==> src/rtl/boot_pkg.sv <==
package boot_pkg;
  typedef enum logic [2:0] {
    S_RST,
    S_HDR,
    S_DATA,
    S_STAGE,
    S_WRITE,
    S_DONE
  } ld_state_e;
endpackage

==> src/rtl/spi_serdes.sv <==
module spi_serdes #(
  parameter int FRAME_W = 32,
  parameter int DW      = 8,
  parameter logic [FRAME_W-1:0] FRAME = '0
) (
  input  logic          clk_i,
  input  logic          rst_ni,
  input  logic          start_i,
  input  logic          run_i,
  input  logic          miso_i,
  output logic          sck_o,
  output logic          mosi_o,
  output logic          bit_end_o,
  output logic [DW-1:0] rx_o
);
  logic               sck_q;
  logic [FRAME_W-1:0] tx_q;
  logic [DW-1:0]      rx_q;

  // a bit ends at the edge where sck falls
  assign bit_end_o = run_i & sck_q;
  assign sck_o     = sck_q;
  assign mosi_o    = tx_q[FRAME_W-1];
  assign rx_o      = rx_q;

  always_ff @(posedge clk_i or negedge rst_ni) begin
    if (!rst_ni) begin
      sck_q <= 1'b0;
      tx_q  <= '0;
      rx_q  <= '0;
    end else if (start_i) begin
      sck_q <= 1'b0;
      tx_q  <= FRAME;
    end else if (run_i) begin
      sck_q <= ~sck_q;
      if (sck_q) begin
        tx_q <= {tx_q[FRAME_W-2:0], 1'b0};
        rx_q <= {rx_q[DW-2:0], miso_i};
      end
    end else begin
      sck_q <= 1'b0;
    end
  end

  // byte is held while streaming is paused
  a_r4_rx_hold: assert property (@(posedge clk_i) disable iff (!rst_ni)
    (!run_i && !start_i) |=> $stable(rx_o));
  // sck parks low when not streaming
  a_r3_sck_park: assert property (@(posedge clk_i) disable iff (!rst_ni)
    (!run_i && !sck_o) |=> !sck_o);
endmodule

==> src/rtl/copy_counter.sv <==
module copy_counter #(
  parameter int HDR_BITS = 32,
  parameter int DW       = 8,
  parameter int RAM_AW   = 10,
  parameter int NUM_RAMS = 6,
  localparam int BC_W    = $clog2(HDR_BITS),
  localparam int CHIP_W  = (NUM_RAMS > 1) ? $clog2(NUM_RAMS) : 1,
  localparam int IDX_W   = RAM_AW + CHIP_W
) (
  input  logic              clk_i,
  input  logic              rst_ni,
  input  logic              clr_i,
  input  logic              hdr_i,
  input  logic              bit_end_i,
  input  logic              byte_adv_i,
  output logic              last_bit_o,
  output logic              last_byte_o,
  output logic [RAM_AW-1:0] addr_o,
  output logic [CHIP_W-1:0] chip_o
);
  localparam int TOTAL = NUM_RAMS << RAM_AW;

  logic [BC_W-1:0]  bit_cnt_q;
  logic [IDX_W-1:0] idx_q;
  logic [BC_W-1:0]  bit_lim;

  assign bit_lim     = hdr_i ? BC_W'(HDR_BITS - 1) : BC_W'(DW - 1);
  assign last_bit_o  = bit_end_i && (bit_cnt_q == bit_lim);
  assign last_byte_o = (idx_q == IDX_W'(TOTAL - 1));
  assign addr_o      = idx_q[RAM_AW-1:0];
  assign chip_o      = idx_q[IDX_W-1:RAM_AW];

  always_ff @(posedge clk_i or negedge rst_ni) begin
    if (!rst_ni) begin
      bit_cnt_q <= '0;
      idx_q     <= '0;
    end else if (clr_i) begin
      bit_cnt_q <= '0;
      idx_q     <= '0;
    end else begin
      if (last_bit_o)     bit_cnt_q <= '0;
      else if (bit_end_i) bit_cnt_q <= bit_cnt_q + 1'b1;
      if (byte_adv_i)     idx_q     <= idx_q + 1'b1;
    end
  end

  // byte index only moves one step at a time
  a_r6_idx_step: assert property (@(posedge clk_i) disable iff (!rst_ni)
    (byte_adv_i && !clr_i) |=> addr_o == RAM_AW'($past(addr_o) + 1'b1));
endmodule

==> src/rtl/chip_decode.sv <==
module chip_decode #(
  parameter int NUM_RAMS = 6,
  localparam int CHIP_W  = (NUM_RAMS > 1) ? $clog2(NUM_RAMS) : 1
) (
  input  logic                en_i,
  input  logic [CHIP_W-1:0]   chip_i,
  output logic [NUM_RAMS-1:0] cs_no
);
  for (genvar g = 0; g < NUM_RAMS; g++) begin : g_cs
    assign cs_no[g] = !(en_i && (chip_i == CHIP_W'(g)));
  end
endmodule

==> src/rtl/ucode_boot_copier.sv <==
module ucode_boot_copier
  import boot_pkg::*;
#(
  parameter int          NUM_RAMS = 6,
  parameter int          RAM_AW   = 10,
  parameter int          DW       = 8,
  parameter int          ADDR_W   = 24,
  parameter logic [7:0]  RD_CMD   = 8'h03
) (
  input  logic                clk_i,
  input  logic                rst_ni,
  input  logic                spi_miso_i,
  output logic                spi_cs_no,
  output logic                spi_sck_o,
  output logic                spi_mosi_o,
  output logic [RAM_AW-1:0]   ram_addr_o,
  output logic [DW-1:0]       ram_data_o,
  output logic                ram_we_no,
  output logic [NUM_RAMS-1:0] ram_cs_no,
  output logic                ctrl_drv_o,
  output logic                done_o
);
  localparam int HDR_BITS = 8 + ADDR_W;
  localparam int CHIP_W   = (NUM_RAMS > 1) ? $clog2(NUM_RAMS) : 1;
  localparam logic [HDR_BITS-1:0] FRAME = {RD_CMD, {ADDR_W{1'b0}}};

  ld_state_e        state_q, state_d;
  logic             start, run, bit_end, last_bit, last_byte, wr;
  logic [CHIP_W-1:0] chip;

  assign start = (state_q == S_RST);
  assign run   = (state_q == S_HDR) || (state_q == S_DATA);
  assign wr    = (state_q == S_WRITE);

  always_comb begin
    state_d = state_q;
    unique case (state_q)
      S_RST:   state_d = S_HDR;
      S_HDR:   if (last_bit) state_d = S_DATA;
      S_DATA:  if (last_bit) state_d = S_STAGE;
      S_STAGE: state_d = S_WRITE;
      S_WRITE: state_d = last_byte ? S_DONE : S_DATA;
      S_DONE:  state_d = S_DONE;
      default: state_d = S_RST;
    endcase
  end

  always_ff @(posedge clk_i or negedge rst_ni) begin
    if (!rst_ni) state_q <= S_RST;
    else         state_q <= state_d;
  end

  spi_serdes #(.FRAME_W(HDR_BITS), .DW(DW), .FRAME(FRAME)) u_serdes (
    .clk_i     (clk_i),
    .rst_ni    (rst_ni),
    .start_i   (start),
    .run_i     (run),
    .miso_i    (spi_miso_i),
    .sck_o     (spi_sck_o),
    .mosi_o    (spi_mosi_o),
    .bit_end_o (bit_end),
    .rx_o      (ram_data_o)
  );

  copy_counter #(.HDR_BITS(HDR_BITS), .DW(DW), .RAM_AW(RAM_AW), .NUM_RAMS(NUM_RAMS)) u_cnt (
    .clk_i       (clk_i),
    .rst_ni      (rst_ni),
    .clr_i       (start),
    .hdr_i       (state_q == S_HDR),
    .bit_end_i   (bit_end),
    .byte_adv_i  (wr),
    .last_bit_o  (last_bit),
    .last_byte_o (last_byte),
    .addr_o      (ram_addr_o),
    .chip_o      (chip)
  );

  chip_decode #(.NUM_RAMS(NUM_RAMS)) u_dec (
    .en_i   (wr),
    .chip_i (chip),
    .cs_no  (ram_cs_no)
  );

  assign spi_cs_no  = (state_q == S_RST) || (state_q == S_DONE);
  assign ram_we_no  = !wr;
  assign done_o     = (state_q == S_DONE);
  assign ctrl_drv_o = (state_q != S_DONE);

  // strobe lasts a single clock
  a_r5_we_single: assert property (@(posedge clk_i) disable iff (!rst_ni)
    !ram_we_no |=> ram_we_no);
  // address and data settled before the strobe
  a_r5_stable: assert property (@(posedge clk_i) disable iff (!rst_ni)
    !ram_we_no |-> ($stable(ram_addr_o) && $stable(ram_data_o) && !spi_sck_o));
  // one RAM selected per write
  a_r6_one_cs: assert property (@(posedge clk_i) disable iff (!rst_ni)
    !ram_we_no |-> ($countones(~ram_cs_no) == 1));
  // no select outside a write clock
  a_r7_cs_idle: assert property (@(posedge clk_i) disable iff (!rst_ni)
    ram_we_no |-> (&ram_cs_no));
  // finished loader stays quiet
  a_r8_done_quiet: assert property (@(posedge clk_i) disable iff (!rst_ni)
    done_o |-> (spi_cs_no && !spi_sck_o && ram_we_no && !ctrl_drv_o));
  // sck idle while ROM deselected
  a_r3_sck_desel: assert property (@(posedge clk_i) disable iff (!rst_ni)
    spi_cs_no |-> !spi_sck_o);
  // isolation released only together with done
  a_r9_drv_done: assert property (@(posedge clk_i) disable iff (!rst_ni)
    $fell(ctrl_drv_o) |-> ($rose(done_o) && $past(!ram_we_no)));
endmodule

==> config.mk <==
export PLATFORM = sky130hd
export DESIGN_NAME = ucode_boot_copier
export DESIGN_NICKNAME = d
export VERILOG_FILES = /design/src/rtl/boot_pkg.sv /design/src/rtl/spi_serdes.sv /design/src/rtl/copy_counter.sv /design/src/rtl/chip_decode.sv /design/src/rtl/ucode_boot_copier.sv
export SDC_FILE = /design/constraint.sdc
export NUM_CORES = 1
export LEC_CHECK = 0
export ABC_AREA = 1
export ABC_CLOCK_PERIOD_IN_PS = 1800
export BUFFER_PORTS_ARGS = -buffer_cell sky130_fd_sc_hd__buf_2
export CORE_ASPECT_RATIO = 0.8
export CORE_MARGIN = 5
export CORE_UTILIZATION = 51
export CTS_BUF_LIST = sky130_fd_sc_hd__clkbuf_16
export DETAILED_ROUTE_END_ITERATION = 10
export GPL_TIMING_DRIVEN = 0
export PLACE_DENSITY_LB_ADDON = 0.2
export SLEW_MARGIN = 20
export SYNTH_ARGS = -nofsm -noshare
export SYNTH_HDL_FRONTEND = slang
export SYNTH_SLANG_ARGS = --single-unit
==> constraint.sdc <==
create_clock -name clk_i -period 1.8 [get_ports clk_i]
set_clock_uncertainty 0.2 [all_clocks]
set_input_delay 0.36 -clock clk_i [delete_from_list [all_inputs] [get_ports clk_i]]
set_output_delay 0.36 -clock clk_i [all_outputs]
set_load 0.05 [all_outputs]
# Word-level counts from Yosys, hierarchy flattened
# Cells that the tools add are included.
dict set report op_classes {
  addsub 2
  eq_ne 15
  mux 15
  bitwise 3
  reduce_logical 25
}
# op n
set op_table {}
lappend op_table {{32-bit two-way mux} 3}
lappend op_table {{13-bit two-way mux} 2}
lappend op_table {{5-bit two-way mux} 4}
lappend op_table {{3-bit case mux with 6 select lines} 1}
lappend op_table {{13-bit by 1-bit adder with 13-bit output (second input constant)} 1}
lappend op_table {{13-bit equality test (second input constant)} 1}
lappend op_table {{3-bit by 2-bit equality test with 1-bit output (second input constant)} 4}
lappend op_table {{3-bit equality test (second input constant)} 4}
lappend op_table {{3-bit two-way mux} 3}
lappend op_table {{1-bit logical AND} 7}
lappend op_table {{1-bit zero test} 7}
lappend op_table {{3-bit by 1-bit equality test with 1-bit output (second input constant)} 2}
lappend op_table {{3-bit zero test} 2}
lappend op_table {{2-bit nonzero test} 3}
lappend op_table {{5-bit by 1-bit adder with 5-bit output (second input constant)} 1}
lappend op_table {{5-bit equality test} 1}
lappend op_table {{2-bit != test (second input constant)} 2}
lappend op_table {{2-bit AND reduction} 2}
lappend op_table {{3-bit != test (second input constant)} 1}
lappend op_table {{3-bit AND reduction} 1}
lappend op_table {{3-bit nonzero test} 1}
lappend op_table {{1-bit logical OR} 2}
lappend op_table {{1-bit two-way mux} 2}
lappend op_table {{1-bit NOT} 2}
lappend op_table {{1-bit AND} 1}
dict set report totals {
  ff_bits 62
  input_bits 3
  out_inout_bits 30
  word_cells 66
}

# Logic depth before layout (Yosys ltp)
# Gate-level depths: netlist of run 1.
dict set report depth {
  ltp_word 6
  ltp_mapped 9
  ltp_nobuf 9
}

# Cells and area by module
# From an unflattened synthesis of run 1, not the netlist that was laid out.
dict set report hier_totals {
  hier_cells 253
  area_unflattened_um2 2105.8
}
# module n_inst cells_each area_each_um2 seq_area_each_um2
set by_module_without_submodules {}
lappend by_module_without_submodules {copy_counter 1 122 1031.0 450.4}
lappend by_module_without_submodules {spi_serdes 1 78 777.0 425.4}
lappend by_module_without_submodules {ucode_boot_copier 1 36 224.0 75.1}
lappend by_module_without_submodules {chip_decode 1 17 73.8 0.0}

# Worst setup path before layout of run 1
# OpenSTA, ideal clock, no wires.
dict set report synth_path {
  path_type {reg2out}
  start {register state_q[1]}
  end {output spi_cs_no}
  arrival_time_ns 2.759
  required_time_ns 1.240
  slack_ns -1.519
  path_stages_with_launch 4
  n_path_buf 0
  cell_sequence {dfrtp_1 > nor3_1 > inv_1 > nand2_1}
}
dict set report synth_between {
  elab_chain_len 2
  word_cells_on_any_way 3
  classes_between {eq/ne (1); reduce/logical (2)}
}
# item line_no
set synth_lines {}
lappend synth_lines {{start, declared} ucode_boot_copier.sv:27} ;# ld_state_e state_q, state_d;
lappend synth_lines {{start signal, assigned} ucode_boot_copier.sv:50} ;# else state_q <= state_d;
lappend synth_lines {{3-bit equality test} -}
lappend synth_lines {{via done_o} ucode_boot_copier.sv:21} ;# output logic done_o
lappend synth_lines {{1-bit logical OR} ucode_boot_copier.sv:84} ;# assign spi_cs_no = (state_q == S_RST) || (state_q == S_DONE);
lappend synth_lines {{end, declared} ucode_boot_copier.sv:13} ;# output logic spi_cs_no,
# The timed path passes the listed nets, and every way through them passes these cells.

# Worst setup path after layout of run 1
dict set report layout_path {
  start {register state_q[1]}
  end {output spi_cs_no}
}
dict set report layout_between {
  elab_chain_len 2
  word_cells_on_any_way 3
  classes_between {eq/ne (1); reduce/logical (2)}
}
# item line_no
set layout_lines {}
lappend layout_lines {{3-bit equality test / 3-bit zero test (equally long branches)} ucode_boot_copier.sv:84}
lappend layout_lines {{1-bit logical OR *} ucode_boot_copier.sv:84}
# Every way passes the cells marked *; elsewhere a longest branch is shown, timed or not.

==> metrics.csv, run 1 <==
stage,metric,value,unit
detailed_routing,final_antenna_net_count,0,
timing,worstMarginPinSlew,837,ps
grt,antenna_found_initial,0,
power,totalPowerFinal,1910,µW
grt,grt_pass1_vias,1693,
cts,clock_path_buffers,2,
yosys,avgSynthCellArea,7.69,µm²
yosys,syn_nets,251,
timing,hold_slack,-14.4,ps
detailed_routing,wirelength,5200,µm
floorplanning,core-area,3490,µm²
yosys,yosysUniqueCellTypes,26,
layout,layout_common_cells,"nand2_1 (86), dfrtp_1 (34), buf_2 (23), inv_1 (22), nor2_1 (20)",
cts,htree_levels,2,
detailed_routing,via_per_inst,5.47,
detailed_routing,vias,1927,
yosys,synth_warnings,0,
detailed_routing,wl_per_cell,14.8,µm
yosys,ys_seq_area_share,50.3,%
cts,cts-buffers-inserted,5,
cts,clkSlewWorstSetupHoldPaths,60,ps
layout,final_common_cell,nand2_1,
floorplanning,fp.dieH,64.5,µm
grt,grt_max_degree,39,
timing,hold_violations,38,
layout,final_nets,314,
placed_design,post_dp_cell_area,2180,µm²
placed_design,gp_congestion,0.913,
floorplanning,die_area,5030,µm²
timing,rsz0062_at_grt,true,
cts,cts-root-buf,clkbuf_16,
worst_setup_path,cp-end-kind,output pin,
timing,period_needed,2090,ps
placed_design,dpl.cell_count,320,
timing,slew_headroom,44.2,%
status,violations,"hold timing, setup timing",
layout,final_area,2770,µm²
timing,maxSlewViolCount,0,
worst_setup_path,required,1240,ps
timing,setup_ws,-289,ps
detailed_routing,firstDrtPassIters,7,
placed_design,dp_slack,-205,ps
cts,clk_latency,280,ps
yosys,synth_seq_cells,38,
power,ir_drop,0.000663,V
worst_setup_path,cp_cell_sequence,buf_4 -> buf_6 -> nor3_4 -> inv_2 -> nand2_4 -> buf_8,
cts,cts.sinks,38,
worst_setup_path,cp.arrival,1530,ps
layout,drive_gt1_share,34.5,%
worst_setup_path,critical_path.max_stage_delay,430,ps
grt,grt_usage,18.7,%
timing,setup_viol,29,
cts,cts_tree,yes,
worst_setup_path,crit_fanout,3,
placed_design,hpwlAfterDp,2970,µm
power,powerDensity,690,nW/µm²
detailed_routing,drt_iter0_drc,263,
layout,areaGrowthSynthToFinish,46.3,%
grt,grt_first_pass_wirelength,7730,µm
worst_setup_path,crit_type,flip-flop to output pin,
worst_setup_path,slowest_stage,dfrtp_2,
floorplanning,fp.dieW,78.1,µm
detailed_routing,drc,0,
floorplanning,placementRows,19,
worst_setup_path,start_kind,flip-flop,
timing,tns,-3390,ps
hold_path,hold_class,input port to async pin,
flow_run,max_cap_viol_count,0,
floorplanning,ioPinCount,33,
layout,num_antenna_cells,0,
timing,final.period_utilization,116,%
timing,fmax,479,MHz
power,p_leak,0.00140,µW
worst_setup_path,rr_startpoint,state_q[1],
placed_design,port-buffer-count,32,
yosys,synth_cells,246,
layout,layout.cells.non_filler,352,
floorplanning,start_util,54.1,%
worst_setup_path,startpoint,state_q[1],
yosys,netlist_area,1890,µm²
status,status,"complete, but fails checks",
grt,grt_overflow,0,
-- worst paths after layout --
kind	to	depth (start not counted)	slack [ps]
setup / recovery	spi_cs_no	6	-290
hold / removal	u_cnt.idx_q[7]	1	-10
setup reg to reg	u_serdes.tx_q[26]	11	-120
max in group asynchronous	state_q[2]	1	840
hold reg to reg	u_serdes.tx_q[29]	2	270
min in group clk_i	u_serdes.rx_o[0]	3	80
-- flip-flops by register name, indices dropped and copies added (netlist names) --
| signal | flops |
|---|---|
| u_cnt.bit_cnt_q | 5 |
| u_serdes.sck_o | 1 |
| u_serdes.rx_o | 8 |
| u_serdes.tx_q | 8 |
| state_q | 3 |
| u_cnt.idx_q | 13 |
-- per-layer routing --
layer / vias up / routed length, µm / track usage, %
met4: 0 / 174 / 6.33
met3: 27 / 435 / 4.02
met1: 901 / 2230 / 27.4
li1: 903 / - / -
met2: 96 / 2350 / 27.7
met5: - / 0 / 0
-- synth_stat cells --
master	number	share of area [%]
o21bai_1	1	0.40
nor2_1	27	5.4
o31ai_1	1	0.40
nor2_2	2	0.66
ha_1	2	1.3
clkbuf_1	1	0.20
a22oi_2	1	0.66
nand2_1	93	18
a22o_1	1	0.46
nand3b_1	1	0.40
o211a_1	1	0.53
dfrtp_1	38	50
inv_1	23	4.6
nand3_2	2	1.1
xor2_1	2	0.93
buf_4	2	0.79
buf_2	2	0.53
nor3_1	3	0.79
a21oi_4	1	0.86
o21ai_0	12	3.2
inv_2	4	0.79
nand4_1	4	1.3
nand3_1	14	3.7
o21a_1	1	0.40
nand2_2	1	0.33
a21oi_1	6	1.6
-- layout make-up --
class / instances / area (µm²)
inverter: 27 / 109
clock inverter: 3 / 37.5
tap: 42 / 52.6
fill: 218 / 729
sequential: 38 / 956
clock buffer: 5 / 125
buffer: 4 / 46.3
multi-input combinational: 176 / 972
timing repair buffer: 57 / 467
-- power by group --
part | leakage (µW) | internal [µW] | switching [µW]
clock | 0.0000864 | 643 | 325
combinational | 0.000825 | 11.6 | 57.6
sequential | 0.000491 | 864 | 7.13
-- timing repair --
action,4_1_cts,5_1_grt
pin swaps,6,11
endpoints found under the setup margin,23,35
hold endpoints to repair,0,0
buffers inserted,12,13
gates cloned,0,1
hold buffers,0,0
gates resized for setup,30,42
-- critical path, delay by kind of cell, from the launching register on --
family	cells	cell delay (ps)
simple gates	2	310
buf+inv	4	490
flops	1	430
-- metrics by stage --
step	hold WS (ps)	util [%]
2_1_floorplan	-136	-
3_5_place_dp	253	62.5
4_1_cts	19.3	72.3
3_3_place_gp	250	62.5
6_report	-14.4	79.1
5_1_grt	80.4	79.1
-- cells by family (layout without fill, tap and decap cells) --
family          Yosys count  count (layout)  share of synthesized area [%]
simple gates            147             147                           32.1
flops                    38              38                           50.3
buf+inv                  32              96                           6.88
compound gates           25              25                           8.47
fa+ha+maj                 2               2                           1.32
xor+xnor                  2               2                          0.927
(Power assumes the default switching activity.)
==> run 2: changes to the inputs <==
--- a/config.mk
+++ b/config.mk
@@ -18,4 +18,5 @@
 export SLEW_MARGIN = 20
 export SYNTH_ARGS = -nofsm -noshare
 export SYNTH_HDL_FRONTEND = slang
+export SYNTH_HIERARCHICAL = 1
 export SYNTH_SLANG_ARGS = --single-unit
==> metrics.csv, run 2 <==
stage,metric,value,unit
timing,setup_viol,41,
worst_setup_path,crit_type,flip-flop to output pin,
worst_setup_path,rr_startpoint,state_q[2],
yosys,synth_warnings,6,
floorplanning,placementRows,20,
placed_design,gp_congestion,0.888,
worst_setup_path,cp_num_buf_inv,4,
detailed_routing,firstDrtPassIters,4,
grt,grt_pass1_vias,1733,
power,powerDensity,563,nW/µm²
worst_setup_path,cp.depth,7,
power,p_leak,0.00162,µW
worst_setup_path,critical_path.max_stage_delay,450,ps
layout,fin_util,80.7,%
detailed_routing,drc,0,
layout,final_nets,332,
layout,num_antenna_cells,0,
timing,slew_headroom,42.7,%
layout,areaGrowthSynthToFinish,49.6,%
layout,largest_register,u_cnt/idx_q,
yosys,yosysTopAreaCellShare,45.2,%
power,sequentialPowerShare,49.1,%
layout,final_area,3150,µm²
flow_run,max_cap_viol_count,0,
layout,largest_register_ffs,13,
worst_setup_path,r2r_slack,-170,ps
power,ir_drop,0.000527,V
worst_setup_path,critPathCapture,ram_cs_no[0],
detailed_routing,vias,2091,
yosys,syn_nets,258,
layout,drive_gt1_share,47.6,%
grt,met1_usage,25.7,%
grt,grt_first_pass_wirelength,8040,µm
power,comb_power_share,4.0,%
timing,setup_ws,-239,ps
grt,antenna_found_initial,0,
cts,clkSlewWorstSetupHoldPaths,60,ps
worst_setup_path,crit_fanout,4,
worst_setup_path,r2r_cells,14,
power,power_switching_share,22.4,%
layout,layout_common_cells,"nand2_1 (49), dfrtp_1 (32), buf_4 (24), buf_2 (22), inv_1 (20)",
cts,cts.sinks,38,
worst_setup_path,required,1240,ps
layout,fillerInstances,211,
yosys,netlist_area,2110,µm²
floorplanning,fp.dieH,67.5,µm
timing,period_needed,2040,ps
grt,top_usage_layer,met2,
placed_design,post_dp_cell_area,2420,µm²
placed_design,dpl.cell_count,340,
grt,grt_use_met2,29.7,%
layout,layout.cells.non_filler,383,
placed_design,port-buffer-count,32,
yosys,yosysMostFrequentCell,nand2_1,
yosys,synth-edff-count,0,
layout,final_common_cell,nand2_1,
yosys,yosysUniqueCellTypes,33,
floorplanning,die_area,5520,µm²
status,status,"complete, but fails checks",
worst_setup_path,r2r_end,state_q[1],
placed_design,hpwlAfterDp,2970,µm
worst_setup_path,cp_cell_sequence,inv_4 -> nand3_4 -> clkinv_4 -> inv_2 -> nor2_4 -> nand2_2 -> buf_8,
yosys,ys_seq_area_share,45.2,%
grt,grt_usage,19.2,%
worst_setup_path,cp-end-kind,output pin,
timing,fmax,490,MHz
detailed_routing,final_antenna_net_count,0,
power,power.internal,1380,µW
timing,worstMarginPinSlew,859,ps
timing,hold_slack,-9.98,ps
layout,multi_input_area,1120,µm²
detailed_routing,wl_per_cell,16.2,µm
grt,grt_overflow,0,
floorplanning,fp.dieW,81.8,µm
timing,final.period_utilization,113,%
floorplanning,core-area,3900,µm²
cts,clock_path_buffers,2,
power,power_frac_clock,46.9,%
yosys,synthFlopType,dfrtp_1,
yosys,synth_seq_cells,38,
detailed_routing,wirelength,6200,µm
detailed_routing,drt_iter0_drc,106,
hold_path,hold_class,input port to async pin,
yosys,avgSynthCellArea,8.32,µm²
worst_setup_path,slowest_stage,dfrtp_2,
yosys,ys_async_sr_fraction,100,%
yosys,synthTopCellsByCount,"nand2_1 (66), dfrtp_1 (38), inv_1 (30), nor2_1 (23), nand3_1 (22)",
cts,clk_latency,280,ps
status,violations,"hold timing, setup timing",
worst_setup_path,cp.arrival,1480,ps
worst_setup_path,path_delay_family,flip-flops,
power,power.switching,398,µW
yosys,synth_cells,253,
cts,cts_tree,yes,
timing,maxSlewViolCount,0,
worst_setup_path,startpoint,state_q[0],
floorplanning,start_util,53.9,%
timing,hold_violations,20,
cts,cts-buffers-inserted,5,
grt,use_met3,4.27,%
layout,regArea,958,µm²
cts,htree_levels,2,
yosys,synthTopCellsByArea,"dfrtp_1 (45%), nand2_1 (12%), inv_1 (5.3%)",
floorplanning,ioPinCount,33,
timing,rsz0062_at_grt,true,
yosys,synth_top_area_cell,dfrtp_1,
grt,grt_max_degree,39,
detailed_routing,via_per_inst,5.46,
cts,cts-root-buf,clkbuf_16,
worst_setup_path,start_kind,flip-flop,
## run 2: repair_timing
action,CTS,global route
endpoints found under the hold margin,0,0
pin swaps,5,27
resized for setup,32,66
gates cloned,0,3
setup buffers,16,16
hold buffers,0,0
endpoints found under the setup margin,44,40
## run 2: cell families after synthesis
kind of cell	Yosys count	synth area share, %
fa+ha+maj	2	1.19
simple gates	147	35.6
buf+inv	42	11.3
flops	38	45.2
compound gates	21	5.53
xor+xnor	3	1.25
## run 2: metal layers
metal / share of wire, % / wire (µm)
met5: 0 / 0
met4: 2.5 / 152
met3: 6.6 / 409
met2: 51 / 3150
met1: 40 / 2480
## run 2: how the worst min path moves through the flow
stage | slack [ps] | endpoint | startpoint
2_1_floorplan | -140 | state_q[0] | rst_ni
3_3_place_gp | 250 | u_serdes/rx_o[7] | u_serdes/rx_o[7]
3_5_place_dp | 250 | u_serdes/rx_o[7] | u_serdes/rx_o[7]
4_1_cts | 20 | u_cnt/idx_q[10] | rst_ni
5_1_grt | 70 | u_cnt/idx_q[10] | rst_ni
6_report | -10 | u_cnt/idx_q[2] | rst_ni
## run 2: power by group through the flow
stage               Combinational, µW  Sequential, µW  Clock (µW)
detailed placement               70.9             885           0
finish                           70.5             871         833
global placement                 70.5             885           0
floorplan                        6.44             918           0
CTS                              70.9             870         842
global route                     77.8             872         875
## run 2: area by class of cell
type,instances,share of cell area [%]
clock buffer,5,3.97
multi-input combinational,173,35.6
buffer,9,3.97
timing repair buffer,67,18.3
sequential,38,30.4
tap,55,2.18
clock inverter,3,0.397
inverter,33,5.16
## run 2: metrics by stage
stage / setup slack, ps / total power [µW] / TNS [ps]
6_report: -239 / 1770 / -3710
5_1_grt: -322 / 1820 / -7390
4_1_cts: -190 / 1780 / -1310
3_5_place_dp: -261 / 956 / -4130
3_3_place_gp: -250 / 955 / -3680
2_1_floorplan: -83.8 / 924 / -320
==> run 3: changes to the inputs <==
--- a/config.mk
+++ b/config.mk
@@ -11,7 +11,6 @@
 export CORE_ASPECT_RATIO = 0.8
 export CORE_MARGIN = 5
 export CORE_UTILIZATION = 51
-export CTS_BUF_LIST = sky130_fd_sc_hd__clkbuf_16
 export DETAILED_ROUTE_END_ITERATION = 10
 export GPL_TIMING_DRIVEN = 0
 export PLACE_DENSITY_LB_ADDON = 0.2
==> metrics.csv, run 3 (same netlist as run 2, synthesis figures left out) <==
stage,metric,value,unit
status,status,"complete, but fails checks",
status,violations,setup timing,
detailed_routing,wirelength,5180,µm
timing,maxSlewViolCount,0,
timing,period_needed,2050,ps
layout,areaGrowthSynthToFinish,36.5,%
power,power_frac_clock,40.1,%
hold_path,hold-path-cell-count,3,
placed_design,hpwlAfterDp,2970,µm
worst_setup_path,crit_type,flip-flop to output pin,
floorplanning,die_area,5520,µm²
floorplanning,ioPinCount,33,
worst_setup_path,required,1240,ps
detailed_routing,final_antenna_net_count,0,
detailed_routing,via_per_inst,5.28,
grt,antenna_found_initial,0,
placed_design,dp_slack,-261,ps
cts,cts_tree,yes,
layout,drive_gt1_share,39.8,%
grt,grt_first_pass_wirelength,8020,µm
flow_run,max_cap_viol_count,0,
floorplanning,core-area,3900,µm²
power,p_leak,0.00152,µW
placed_design,gp_congestion,0.888,
timing,rsz0062_at_grt,true,
grt,grt_max_degree,39,
timing,hold_slack,149,ps
cts,cts-root-buf,clkbuf_8,
detailed_routing,drc,0,
worst_setup_path,cp-end-kind,output pin,
placed_design,port-buffer-count,32,
cts,cts-buffers-inserted,5,
cts,clkSlewWorstSetupHoldPaths,80,ps
grt,grt_overflow,0,
timing,slew_headroom,43.6,%
hold_path,hold_path_startpoint,spi_miso_i,
hold_path,hold_class,input port to flip-flop,
floorplanning,fp.dieH,67.5,µm
power,ir_drop,0.000417,V
cts,htree_levels,2,
power,power.internal,1180,µW
power,power.switching,382,µW
worst_setup_path,crit_fanout,4,
timing,fmax,487,MHz
grt,grt_usage,19.2,%
floorplanning,placementRows,20,
layout,final_common_cell,nand2_1,
floorplanning,start_util,53.9,%
timing,hold_violations,0,
detailed_routing,firstDrtPassIters,4,
worst_setup_path,startpoint,state_q[0],
detailed_routing,vias,1975,
power,powerDensity,545,nW/µm²
grt,grt_pass1_vias,1753,
worst_setup_path,start_kind,flip-flop,
timing,setup_viol,15,
floorplanning,fp.dieW,81.8,µm
cts,clock_path_buffers,2,
layout,fillerInstances,271,
detailed_routing,wl_per_cell,13.8,µm
layout,largest_register_ffs,13,
cts,cts.sinks,38,
timing,setup_ws,-255,ps
worst_setup_path,rr_startpoint,state_q[2],
detailed_routing,drt_iter0_drc,92,
layout,layout_common_cells,"nand2_1 (57), dfrtp_1 (32), buf_4 (23), inv_1 (22), buf_2 (22)",
layout,largest_register,u_cnt/idx_q,
layout,final_nets,323,
worst_setup_path,cp.arrival,1490,ps
power,power_switching_share,24.4,%
timing,final.period_utilization,114,%
timing,worstMarginPinSlew,846,ps
cts,clk_latency,300,ps
layout,num_antenna_cells,0,
power,sequentialPowerShare,55.5,%
power,comb_power_share,4.5,%
worst_setup_path,r2r_cells,14,
-- run 3: cell count changes in the layout (fill, tap and decap cells not counted), sizes merged --
cell	change
clkinv	-2
buf	-8
dlygate4sd3	+1
-- run 3: what timing repair did --
action	4_1_cts	5_1_grt
hold buffers	1	0
endpoints found under the hold margin	38	0
gates resized for setup	32	23
setup endpoints to repair	44	33
pin swaps	5	14
buffers inserted	15	10
-- run 3: layout make-up --
class / instances / area [µm²] / share of cell area, %
clock buffer: 7 / 86.3 / 3.00
clock inverter: 1 / 5.00 / 0.174
inverter: 33 / 145 / 5.05
tap: 55 / 68.8 / 2.39
sequential: 38 / 958 / 33.3
multi-input combinational: 173 / 1050 / 36.4
timing repair buffer: 58 / 447 / 15.5
buffer: 9 / 118 / 4.09
-- run 3: layer usage --
layer | up-vias | global-route usage [%] | wire length [µm]
li1 | 961 | - | -
met1 | 951 | 25.7 | 2310
met2 | 51 | 29.6 | 2500
met3 | 12 | 3.87 | 254
met4 | 0 | 9.34 | 110
met5 | - | 0 | 0
-- run 3: worst paths after layout --
check                                   end  slack, ps
setup / recovery               ram_cs_no[0]       -250
hold / removal             u_serdes/rx_o[0]        150
setup reg to reg                 state_q[1]       -240
hold reg to reg            u_serdes/rx_o[7]        270
max in group asynchronous        state_q[2]        310
min in group asynchronous   u_cnt/idx_q[10]        500
-- run 3: stage by stage --
step,cells,area [µm²],utilization (%),total power (µW),setup TNS (ps)
3_3_place_gp,340,2420,61.9,955,-3680
3_5_place_dp,340,2420,61.9,956,-4130
2_1_floorplan,253,2190,-,924,-320
4_1_cts,364,2730,69.8,1580,-1630
6_report,374,2880,73.7,1570,-2460
5_1_grt,374,2880,73.7,1610,-4120
-- run 3: power by group through the flow --
stage          registers (µW)  clock network (µW)  logic (µW)
2_1_floorplan             918                   0        6.44
3_3_place_gp              885                   0        70.5
3_5_place_dp              885                   0        70.9
4_1_cts                   868                 638        72.5
5_1_grt                   870                 662        78.0
6_report                  868                 627        70.3
-- run 3: worst max-delay path: stages (launching register included) --
cell and delay [ps]:
dfrtp_2 470, inv_4 110, nand3_4 90, clkinv_4 60, inv_2 40, nor2_4 200, nand2_2 80, buf_8 150
